`src/rtl/rxwb_pkg.sv`:
```
package rxwb_pkg;
  typedef enum logic [3:0] {
    ST_IDLE, ST_RD_OWN, ST_RD_CTL, ST_RD_NXT, ST_RECV,
    ST_REL, ST_FIN_A, ST_FIN_B, ST_DROP
  } rxwb_state_e;

  localparam int OWN_BIT    = 31;
  localparam int DONE_BIT   = 30;
  localparam int FS_BIT     = 29;
  localparam int LS_BIT     = 28;
  localparam int ERR_LSB    = 24;
  localparam int EOR_BIT    = 25;
  localparam int CHAIN_BIT  = 24;
  localparam int OFS_OWN    = 0;
  localparam int OFS_CTL    = 4;
  localparam int OFS_NXT    = 12;
  localparam int DESC_BYTES = 16;
endpackage

```
`src/rtl/rxwb_status.sv`:
```
module rxwb_status
  import rxwb_pkg::*;
#(
  parameter int LEN_W = 16,
  parameter int ERR_W = 3
) (
  input  logic             done_i,
  input  logic             fs_i,
  input  logic             ls_i,
  input  logic [ERR_W-1:0] err_i,
  input  logic [LEN_W-1:0] len_i,
  output logic [31:0]      word_o
);
  always_comb begin
    word_o                   = '0;
    word_o[DONE_BIT]         = done_i;
    word_o[FS_BIT]           = fs_i;
    word_o[LS_BIT]           = ls_i;
    word_o[ERR_LSB +: ERR_W] = err_i;
    word_o[LEN_W-1:0]        = len_i;
  end
endmodule

```
`src/rtl/rxwb_next.sv`:
```
module rxwb_next
  import rxwb_pkg::*;
#(
  parameter int          AW        = 32,
  parameter logic [31:0] RING_BASE = '0
) (
  input  logic [AW-1:0] cur_i,
  input  logic          chain_i,
  input  logic          eor_i,
  input  logic [31:0]   ptr_i,
  output logic [AW-1:0] nxt_o
);
  always_comb begin
    if (chain_i)    nxt_o = ptr_i[AW-1:0];
    else if (eor_i) nxt_o = RING_BASE[AW-1:0];
    else            nxt_o = cur_i + AW'(DESC_BYTES);
  end
endmodule

```
`src/rtl/rxwb_engine.sv`:
```
module rxwb_engine
  import rxwb_pkg::*;
#(
  parameter int          AW        = 32,
  parameter int          BUF_BYTES = 2048,
  parameter int          LEN_W     = 16,
  parameter int          ERR_W     = 3,
  parameter logic [31:0] RING_BASE = '0
) (
  input  logic             clk_i,
  input  logic             rst_ni,
  input  logic             rx_valid_i,
  input  logic             rx_sof_i,
  input  logic             rx_eof_i,
  input  logic [ERR_W-1:0] rx_err_i,
  output logic             rx_ready_o,
  output logic             mem_req_o,
  output logic             mem_we_o,
  output logic [AW-1:0]    mem_addr_o,
  output logic [31:0]      mem_wdata_o,
  input  logic             mem_ack_i,
  input  logic [31:0]      mem_rdata_i,
  output logic             desc_unavail_o
);
  localparam int BCW = (BUF_BYTES > 2) ? $clog2(BUF_BYTES) : 1;
  localparam logic [BCW-1:0] BUF_LAST = BCW'(BUF_BYTES - 1);

  rxwb_state_e      state;
  logic [AW-1:0]    cur_addr, nxt_addr, first_addr, nxt_calc;
  logic             chain_q, eor_q, seg_first, unavail_q;
  logic [BCW-1:0]   buf_cnt;
  logic [LEN_W-1:0] frame_len;
  logic [ERR_W-1:0] err_q;
  logic             st_done;
  logic [31:0]      st_word;

  rxwb_next #(.AW(AW), .RING_BASE(RING_BASE)) u_next (
    .cur_i   (cur_addr),
    .chain_i (chain_q),
    .eor_i   (eor_q),
    .ptr_i   (mem_rdata_i),
    .nxt_o   (nxt_calc)
  );

  assign st_done = (state != ST_REL);

  rxwb_status #(.LEN_W(LEN_W), .ERR_W(ERR_W)) u_status (
    .done_i (st_done),
    .fs_i   (seg_first),
    .ls_i   (st_done),
    .err_i  (st_done ? err_q : '0),
    .len_i  (st_done ? frame_len : '0),
    .word_o (st_word)
  );

  always_comb begin
    mem_req_o   = 1'b0;
    mem_we_o    = 1'b0;
    mem_addr_o  = cur_addr;
    mem_wdata_o = st_word;
    unique case (state)
      ST_RD_OWN: begin mem_req_o = 1'b1; mem_addr_o = cur_addr + AW'(OFS_OWN); end
      ST_RD_CTL: begin mem_req_o = 1'b1; mem_addr_o = cur_addr + AW'(OFS_CTL); end
      ST_RD_NXT: begin mem_req_o = chain_q; mem_addr_o = cur_addr + AW'(OFS_NXT); end
      ST_REL, ST_FIN_B: begin mem_req_o = 1'b1; mem_we_o = 1'b1; end
      ST_FIN_A: begin
        mem_req_o  = 1'b1;
        mem_we_o   = 1'b1;
        mem_addr_o = seg_first ? cur_addr : first_addr;
      end
      default: ;
    endcase
  end

  assign rx_ready_o     = (state == ST_RECV) || (state == ST_DROP);
  assign desc_unavail_o = unavail_q;

  always_ff @(posedge clk_i or negedge rst_ni) begin
    if (!rst_ni) begin
      state      <= ST_IDLE;
      cur_addr   <= RING_BASE[AW-1:0];
      nxt_addr   <= '0;
      first_addr <= '0;
      chain_q    <= 1'b0;
      eor_q      <= 1'b0;
      seg_first  <= 1'b0;
      unavail_q  <= 1'b0;
      buf_cnt    <= '0;
      frame_len  <= '0;
      err_q      <= '0;
    end else begin
      unique case (state)
        ST_IDLE: if (rx_valid_i) begin
          if (rx_sof_i) begin
            first_addr <= cur_addr;
            seg_first  <= 1'b1;
            frame_len  <= '0;
            buf_cnt    <= '0;
            state      <= ST_RD_OWN;
          end else begin
            state <= ST_DROP;  // stray byte outside a frame
          end
        end
        ST_RD_OWN: if (mem_ack_i) begin
          unavail_q <= ~mem_rdata_i[OWN_BIT];
          state     <= mem_rdata_i[OWN_BIT] ? ST_RD_CTL : ST_DROP;
        end
        ST_RD_CTL: if (mem_ack_i) begin
          chain_q <= mem_rdata_i[CHAIN_BIT];
          eor_q   <= mem_rdata_i[EOR_BIT];
          state   <= ST_RD_NXT;
        end
        ST_RD_NXT: if (!chain_q || mem_ack_i) begin
          nxt_addr <= nxt_calc;
          state    <= ST_RECV;
        end
        ST_RECV: if (rx_valid_i) begin
          frame_len <= frame_len + LEN_W'(1);
          if (rx_eof_i) begin
            err_q <= rx_err_i;
            state <= ST_FIN_A;
          end else if (buf_cnt == BUF_LAST) begin
            buf_cnt <= '0;
            state   <= ST_REL;
          end else begin
            buf_cnt <= buf_cnt + BCW'(1);
          end
        end
        ST_REL: if (mem_ack_i) begin
          cur_addr  <= nxt_addr;
          seg_first <= 1'b0;
          state     <= ST_RD_OWN;
        end
        ST_FIN_A: if (mem_ack_i) begin
          if (seg_first) begin
            cur_addr <= nxt_addr;
            state    <= ST_IDLE;
          end else begin
            state <= ST_FIN_B;
          end
        end
        ST_FIN_B: if (mem_ack_i) begin
          cur_addr <= nxt_addr;
          state    <= ST_IDLE;
        end
        ST_DROP: if (rx_valid_i && rx_eof_i) state <= ST_IDLE;
        default: state <= ST_IDLE;
      endcase
    end
  end
endmodule

```
`config.mk`:
```
export PLATFORM = sky130hd
export DESIGN_NAME = rxwb_engine
export DESIGN_NICKNAME = d
export VERILOG_FILES = /design/src/rtl/rxwb_pkg.sv /design/src/rtl/rxwb_status.sv /design/src/rtl/rxwb_next.sv /design/src/rtl/rxwb_engine.sv
export SDC_FILE = /design/constraint.sdc
export NUM_CORES = 1
export LEC_CHECK = 0
export BUFFER_PORTS_ARGS = -buffer_cell sky130_fd_sc_hd__buf_2
export CAP_MARGIN = 10
export CORE_MARGIN = 5
export CORE_UTILIZATION = 40
export CTS_BUF_LIST = sky130_fd_sc_hd__clkbuf_2 sky130_fd_sc_hd__clkbuf_4 sky130_fd_sc_hd__clkbuf_8
export DETAILED_ROUTE_END_ITERATION = 12
export GPL_ROUTABILITY_DRIVEN = 0
export SLEW_MARGIN = 5
export SYNTH_ARGS = -nofsm -noshare
export SYNTH_HDL_FRONTEND = slang
export SYNTH_HIERARCHICAL = 1
export SYNTH_SLANG_ARGS = --single-unit
```
`constraint.sdc`:
```
create_clock -name clk_i -period 3.8 [get_ports clk_i]
set_clock_uncertainty 0.15 [all_clocks]
set_input_delay 0.76 -clock clk_i [delete_from_list [all_inputs] [get_ports clk_i]]
set_output_delay 0.76 -clock clk_i [all_outputs]
set_load 0.005 [all_outputs]
```
==> reports/qor.yml, run 1 <==
finish.utilization_pct: 46.4
core_um2: 20200
grt_usage_pct: 18.9
cts.sinks: 134
postSynthAreaPerCell_um2: 9.58
end_kind: "output port"
yosysWarnings: 6
io_pins: 109
drv_cap: 0
wl_um: 22300
arrival_ps: 2720
min_period_over_period_pct: 95.5
ys_types: 66
via_per_inst: 5.62
grt_util_met1_pct: 25.7
dpl-instance-area_um2: 8880
run_status: "finished clean"
crit_fanout: 10
syn_area_um2: 8210
synth_edf_count: 0
rows: 52
area_growth_pct: 14.4
yosys.area.top_type: "dfrtp_1"
synth_area_leaders: "dfrtp_1, mux2_2, nand2_1"
max_freq_ghz: 0.276
met3_usage_pct: 3.08
min_path_type: "input pin to async pin"
p_leak_nw: 4.23
setup_tns_ps: 0
total_power_mw: 6.37
synth-async-reset-ratio_pct: 100
critical_path_class: "flop to output port"
layout_common_cells: "dfrtp_1, mux2_2, buf_2"
synth_top_area_share_pct: 40.8
grt_use_met2_pct: 31.3
port-buffer-count: 98
design_area_um2: 9400
antenna_found_initial: 0
maxSlewViolCount: 0
chipWidth_um: 153
clockBufferDepth: 2
seq_area_frac_synth_pct: 40.8
dp_hpwl_um: 15400
num_antenna_cells: 0
fin_nets: 983
top_usage_layer: "met2"
clk-insertion-delay-late_ps: 450
syn_inst: 857
ys_seq_elements: 134
rr_worst_depth: 8
fill_cells: 1972
max_stage_delay_ps: 400
wire_per_inst_um: 18.2
grt_pass1_wl_um: 36200
grt-ovfl-total: 0
hold_viol: 0
die_area_um2: 23500
crit_slowest_cell: "dfrtp_1"
synthFlopType: "dfrtp_1"
ir_worst_vdd_mv: 0.266
path_cells: "and4bb_2, xor2_1, ha_2, a21o_2, nand3_1, mux2_2, a221o_1, buf_2"
whs_ps: 173
crit_required_ps: 2890
relSlewSlack_pct: 43.7
drive_gt1_share_pct: 30.9
powerDensity_nw_per_um2: 677
root_buffer: "clkbuf_8"
drt_pass1_iterations: 7
htree_num_levels: 4
drt_iter0_markers: 397
fin_crit_ps: 3630
worst_pin_slew_ps: 836
via_count: 6868
worst_setup_path_start_kind: "flop"
initial_utilization_pct: 40.6
drc: 0
grt_pass1_vias: 6690
tritoncts: "built"
setup_viol: 0
ant_nets: 0
final_common_cell: "dfrtp_1"
cts_buffers: 17
clk_pin_slew_ps: 80
grt_max_degree: 75
die_h_um: 153
[registers in the layout (all words and copies together) (netlist names)]
name and cells:
chain_q 1, err_q 3, desc_unavail_o 1, first_addr 32
buf_cnt 11, state 4, seg_first 1, cur_addr 32
nxt_addr 32, frame_len 16, eor_q 1
[repair_timing]
action                     CTS  global route
gates resized for setup      1             5
pin swaps                    0             5
buffers inserted             0             3
hold buffers                 0             0
setup endpoints to repair    1             8
[layout make-up]
type / count / area [µm²] / share of cell area, %
well taps: 270 / 338 / 3.59
multi-input cells: 638 / 4390 / 46.7
clock inverters: 12 / 214 / 2.28
flip-flops and latches: 134 / 3350 / 35.7
clock buffers: 20 / 269 / 2.86
repair buffers: 138 / 797 / 8.48
inverters: 9 / 33.8 / 0.359
[path summary, 6_finish.rpt]
kind / startpoint / to / slack, ps
min: rst_ni / buf_cnt[10] / 170
max reg2reg: state[3] / cur_addr[25] / 970
max in group asynchronous: rst_ni / cur_addr[22] / 2580
min reg2reg: err_q[1] / err_q[1] / 350
max: state[2] / mem_addr_o[12] / 170
min in group clk_i: err_q[1] / err_q[1] / 350
[per-layer routing]
| metal | vias to the layer above | share of wire, % |
|---|---|---|
| met5 | - | 0 |
| met4 | 0 | 1.4 |
| met3 | 19 | 5.1 |
| met2 | 199 | 49 |
| met1 | 3357 | 45 |
| li1 | 3293 | - |
[critical path, delay by kind of cell, from the launching register on]
| family | cells | cell delay, ps |
|---|---|---|
| buf+inv | 1 | 140 |
| xor+xnor | 1 | 160 |
| compound gates | 2 | 530 |
| fa+ha+maj | 1 | 210 |
| simple gates | 2 | 530 |
| mux | 1 | 300 |
| flops | 1 | 400 |
[logic make-up (layout without fill, tap and decap cells)]
family          Yosys count  in the layout  synth area share, %
simple gates            335            335                 21.3
compound gates          156            156                 13.5
flops                   134            134                 40.8
mux                     104            104                 14.2
buf+inv                  94            179                 6.35
xor+xnor                 28             28                 2.99
fa+ha+maj                 5              5                0.731
other cells               1             10               0.0457
[cells in the mapped netlist, types with 3 or more instances]
library cell,n
o21ai_0,38
a221o_1,13
nand2_1,93
xor2_1,20
nor4_1,8
o311ai_0,10
o221ai_1,3
and4_1,5
dfrtp_1,134
nand2b_1,5
a31oi_1,8
a22o_1,7
nor3b_1,4
xnor2_1,8
ha_1,4
buf_6,3
mux2_2,103
nand4_1,26
nand3_1,52
a32oi_1,5
o31ai_1,5
o211ai_1,23
a21oi_1,20
buf_4,35
nor3_1,20
buf_2,12
or3_1,9
nor2b_1,24
a31o_2,4
and2_1,5
a21o_1,3
and3_1,19
or4_1,3
inv_1,9
o311a_1,3
clkbuf_1,33
nor2_1,47
[stage by stage]
| step | instances | worst slack [ps] |
|---|---|---|
| global placement | 1186 | 474 |
| floorplan | 866 | 836 |
| global route | 1221 | -4.35 |
| detailed placement | 1186 | 456 |
| finish | 1221 | 171 |
| CTS | 1218 | 30.3 |
[power breakdown]
part,switching [mW],internal [mW],leakage (nW)
combinational,1.41,1.18,2.20
clock,0.606,0.838,0.244
sequential,0.458,1.88,1.78
total,2.47,3.90,4.23
Power figures use the tool's default switching activity.
==> run 2, diff against run 1 <==
- CORE_UTILIZATION: 40 -> 55
- PLACE_DENSITY: default -> 0.77
==> run 2 against run 1 <==
First-iteration DRC count grew 17%. Sequential share of layout area increased by 0.92 points. Highest routed layer unchanged. Critical endpoint is now mem_addr_o[17]. Total power is 3.7% lower. Count of clock-buffer cells in the layout is the same.
==> reports/qor.yml, run 2 (same netlist as run 1, synthesis figures left out) <==
run_status: "finished clean"
p_leak_nw: 4.15  # -1.9%
path_cells: "buf_4, or3b_1, nor3_4, nand2_1, o311ai_0, buf_2"
worst_setup_path_start_kind: "flop"
whs_ps: 163  # -9.89 ps
ir_worst_vdd_mv: 0.504  # +90%
crit_required_ps: 2890  # about the same
setup_tns_ps: 0  # unchanged
clk_pin_slew_ps: 70  # about the same
rsz0062_at_grt: "no"
fin_ws_ps: 91.4  # -80.0 ps
worst_pin_slew_ps: 890  # +53.8 ps
antenna_found_initial: 0  # unchanged
design_area_um2: 9170  # -2.4%
rows: 44  # -15%
grt_usage_pct: 22.8  # +3.9 points
maxSlewViolCount: 0  # unchanged
dp_hpwl_um: 14000  # -9.0%
crit_fanout: 15  # +5
max_stage_delay_ps: 580  # +180 ps
cts.sinks: 134  # unchanged
port-buffer-count: 98  # unchanged
io_pins: 109  # unchanged
min_period_over_period_pct: 97.6  # +2.1 points
drt_iter0_markers: 463  # +17%
post_cts_buffers: 0  # unchanged
ctsHoldBuffers: 0  # unchanged
finish.utilization_pct: 62.8  # +16 points
place_ws_ps: 571  # +115 ps
drt_pass1_iterations: 5  # -2
setup_viol: 0  # unchanged
wl_um: 20200  # -9.1%
grt_max_degree: 82  # +9.3%
final_common_cell: "dfrtp_1"
arrival_ps: 2800  # +80 ps
fin_nets: 972  # -1.1%
layout_common_cells: "dfrtp_1, mux2_2, buf_2"
critical_path_class: "flop to output port"
drc: 0  # unchanged
r2r_end: "cur_addr[23]"
dpl-instance-area_um2: 8710  # -1.9%
r2r_start: "state[3]"
total_power_mw: 6.13  # -3.7%
drive_gt1_share_pct: 30.1  # -0.78 points
tritoncts: "built"
grt_pass1_vias: 6501  # -2.8%
grt_pass1_wl_um: 33200  # -8.4%
fin_cells: 1123  # -8.0%
initial_utilization_pct: 56.3  # +16 points
place_inst: 1092  # -7.9%
via_count: 6925  # +0.83%
crit_slowest_cell: "o311ai_0"
chipWidth_um: 132  # -14%
rr_worst_depth: 7  # -1
fill_cells: 1220  # -38%
area_growth_pct: 11.7
die_h_um: 132  # -14%
max_freq_ghz: 0.270  # -2.2%
clk-insertion-delay-late_ps: 450  # about the same
relSlewSlack_pct: 40.1  # -3.6 points
root_buffer: "clkbuf_8"
clockBufferDepth: 2  # unchanged
ant_nets: 0  # unchanged
fin_crit_ps: 3710  # +80.0 ps
htree_num_levels: 4  # unchanged
reg.largest.list: "cur_addr: 32 flops, first_addr: 32 flops, nxt_addr: 32 flops"
die_area_um2: 17500  # -26%
drv_cap: 0  # unchanged
min_path_type: "input pin to async pin"
end_kind: "output port"
powerDensity_nw_per_um2: 669  # -1.2%
cts_buffers: 17  # unchanged
num_antenna_cells: 0  # unchanged
core_um2: 14600  # -28%
hold_viol: 0  # unchanged
wire_per_inst_um: 18.0  # -1.2%
grt-ovfl-total: 0  # unchanged
via_per_inst: 6.17  # +9.6%
worst-r2r-setup-slack_ps: 970  # about the same
-- run 2: changes by cell type in the layout (fill, tap and decap cells not counted), sizes merged --
cell / change
buf: -11
clkinvlp: +2
clkinv: +1
inv: -3
bufinv: -1
-- run 2: worst max-delay path, delay by kind of cell, from the launching register on --
family	cells	cell delay [ps]
flip-flops	1	380
AND/OR/NAND/NOR	3	970
AO/OA/AOI/OAI	1	580
buffers and inverters	2	420
-- run 2: timing repair --
action | in CTS | in global routing
endpoints found under the setup margin | 0 | 8
endpoints found under the hold margin | 0 | 0
resized for setup | 0 | 8
-- run 2: area by class of cell --
type,instances,area (µm²),share of cell area (%)
Clock inverter,11,175,1.91
Sequential cell,134,3360,36.6
Multi-Input combinational cell,638,4400,48.0
Tap cell,184,230,2.51
Timing Repair Buffer,127,714,7.79
Clock buffer,20,263,2.87
Inverter,9,33.8,0.368
-- run 2: worst max path at each step --
stage | slack [ps] | start | endpoint | cells after the start
floorplan | 840 | state[2] | mem_addr_o[12] | 9
global placement | 610 | state[0] | mem_addr_o[12] | 8
detailed placement | 570 | state[0] | mem_addr_o[12] | 8
CTS | 70 | state[0] | mem_addr_o[12] | 8
global route | 20 | cur_addr[5] | mem_addr_o[31] | 7
finish | 90 | state[3] | mem_addr_o[17] | 6
-- run 2: layer usage --
metal	global-route usage (%)	vias to the layer above	share of wire, %
met4	9.50	0	3.0
met3	4.58	48	6.3
met1	30.7	3371	44
met2	36.2	258	47
li1	-	3248	-
met5	0	-	0
-- run 2: power by group --
| group | switching, mW | internal [mW] | total, mW | leakage, nW |
|---|---|---|---|---|
| clock network | 0.560 | 0.746 | 1.31 | 0.216 |
| registers | 0.547 | 1.88 | 2.43 | 1.78 |
| logic | 1.26 | 1.14 | 2.40 | 2.15 |
| total | 2.37 | 3.77 | 6.13 | 4.15 |
==> run 3, diff against run 2 <==
- CTS_BUF_LIST: sky130_fd_sc_hd__clkbuf_2 sky130_fd_sc_hd__clkbuf_4 sky130_fd_sc_hd__clkbuf_8 -> sky130_fd_sc_hd__clkbuf_4
==> run 3 against run 2 <==
Count of clock-buffer cells in the layout shrank 1. Sequential cell count is the same. Register-to-register slack gained 20 ps. First-iteration DRC count grew 3.9%. Highest routed layer unchanged. Largest power group unchanged. Global-route usage shrank 0.13 points.
==> reports/qor.yml, run 3 (same netlist as run 1, synthesis figures left out) <==
grt_max_degree: 82  # unchanged
core_um2: 14600  # unchanged
crit_family: "simple AND/OR/NAND/NOR gates"
antenna_found_initial: 0  # unchanged
min_period_over_period_pct: 96.2  # -1.4 points
met3_length_um: 1100  # -14%
ir_worst_vdd_mv: 0.507  # +0.65%
wire_per_inst_um: 18.0  # -0.34%
htree_num_levels: 4  # unchanged
fin_nets: 973  # +0.10%
worst_setup_path_start_kind: "flop"
clk-insertion-delay-late_ps: 550  # +100 ps
max_freq_ghz: 0.274  # +1.5%
chipWidth_um: 132  # unchanged
rows: 44  # unchanged
cts.sinks: 134  # unchanged
crit_required_ps: 2890  # about the same
port-buffer-count: 98  # unchanged
ctsHoldBuffers: 0  # unchanged
grt-ovfl-total: 0  # unchanged
finish.utilization_pct: 62.2  # -0.61 points
via_count: 6969  # +0.64%
grt_pass1_vias: 6474  # -0.42%
via_per_inst: 6.20  # +0.55%
final_common_cell: "dfrtp_1"
met2WireLength_um: 9620  # +1.5%
grt_pass1_wl_um: 32900  # -0.73%
drt_pass1_iterations: 5  # unchanged
run_status: "finished clean"
topRoutingLayerUsed: "met4"
path_common_cell: "buf_4"
die_area_um2: 17500  # unchanged
crit_fanout: 16  # +1
reg.largest.list: "cur_addr: 32 flops, first_addr: 32 flops, nxt_addr: 32 flops"
drive_gt1_share_pct: 31.0  # +0.82 points
die_h_um: 132  # unchanged
min_path_type: "input pin to async pin"
maxSlewViolCount: 0  # unchanged
worst_pin_slew_ps: 859  # -30.4 ps
area_growth_pct: 10.6
path_cells: "buf_4, or3b_4, buf_4, nor4_1, nand2_1, o311ai_0, o311ai_1, buf_2"
fill_cells: 1239  # +1.6%
drt_iter0_markers: 481  # +3.9%
root_buffer: "clkbuf_4"
p_leak_nw: 4.10  # -1.2%
initial_utilization_pct: 56.3  # unchanged
ant_nets: 0  # unchanged
drt-met1-wl_um: 8870  # +0.20%
critical_path_class: "flop to output port"
setup_tns_ps: 0  # unchanged
end_kind: "output port"
drv_cap: 0  # unchanged
grt_usage_pct: 22.7  # -0.13 points
io_pins: 109  # unchanged
tritoncts: "built"
relSlewSlack_pct: 42.2  # +2.0 points
wl_um: 20200  # -0.25%
dp_hpwl_um: 14000  # unchanged
arrival_ps: 2740  # -60 ps
layout_common_cells: "dfrtp_1, mux2_2, buf_2"
fin_crit_ps: 3650  # -53.7 ps
powerDensity_nw_per_um2: 650  # -2.8%
setup_viol: 0  # unchanged
drc: 0  # unchanged
num_antenna_cells: 0  # unchanged
clockBufferDepth: 2  # unchanged
crit_slowest_cell: "or3b_4"
clk_pin_slew_ps: 110  # +40 ps
max_stage_delay_ps: 410  # -170 ps
worst-path-buf-inv: 3  # +1
rsz0062_at_grt: "yes"
cts_buffers: 17  # unchanged
hold_viol: 0  # unchanged
run 3: cell type report:
cell class	instances	area (µm²)	area share, %
Multi-Input combinational cell	638	4410	48.6
Sequential cell	134	3360	37.0
Timing Repair Buffer	128	722	7.95
Tap cell	184	230	2.54
Clock inverter	12	179	1.97
Clock buffer	19	143	1.57
Inverter	9	33.8	0.372
run 3: per-stage QoR:
step	setup slack, ps	std cells	hold WS [ps]	power (mW)	instance area (µm²)
floorplan	836	866	314	4.03	8250
global placement	605	1092	327	4.75	8710
detailed placement	571	1092	337	4.81	8710
CTS	23.4	1123	91.8	5.89	9040
global route	0.983	1124	116	6.30	9080
finish	145	1124	61.9	5.91	9080
run 3: worst paths after layout:
kind / from / endpoint / slack [ps] / cells past startpoint
worst max-delay path: state[3] / mem_addr_o[16] / 150 / 8
worst max register to register: state[3] / cur_addr[23] / 990 / 7
max in group asynchronous: rst_ni / cur_addr[10] / 2610 / 2
worst min-delay path: rst_ni / err_q[2] / 60 / 1
min in group clk_i: rx_err_i[2] / err_q[2] / 290 / 2
worst min register to register: err_q[0] / err_q[0] / 360 / 1
run 3: power breakdown:
group	internal, mW	switching [mW]
clock network	0.534	0.531
registers	1.88	0.546
logic	1.15	1.26
run 3: metal layers:
layer | vias to the layer above | global-route usage, %
met4 | 0 | 10.0
met2 | 244 | 35.8
met3 | 50 | 4.24
li1 | 3256 | -
met1 | 3419 | 30.7
met5 | - | 0
run 3: timing repair:
action	4_1_cts	5_1_grt
resized for setup	1	18
hold endpoints to repair	0	0
setup buffers	0	1
pin swaps	0	6
setup endpoints to repair	2	17
run 3: worst reg2reg max path: stages, from the launching register on:
cell and delay (ps):
dfrtp_1 390, buf_4 190, nor4bb_2 420, nand2b_1 310, buf_4 300, nand3_1 120, buf_4 410, mux2_2 410
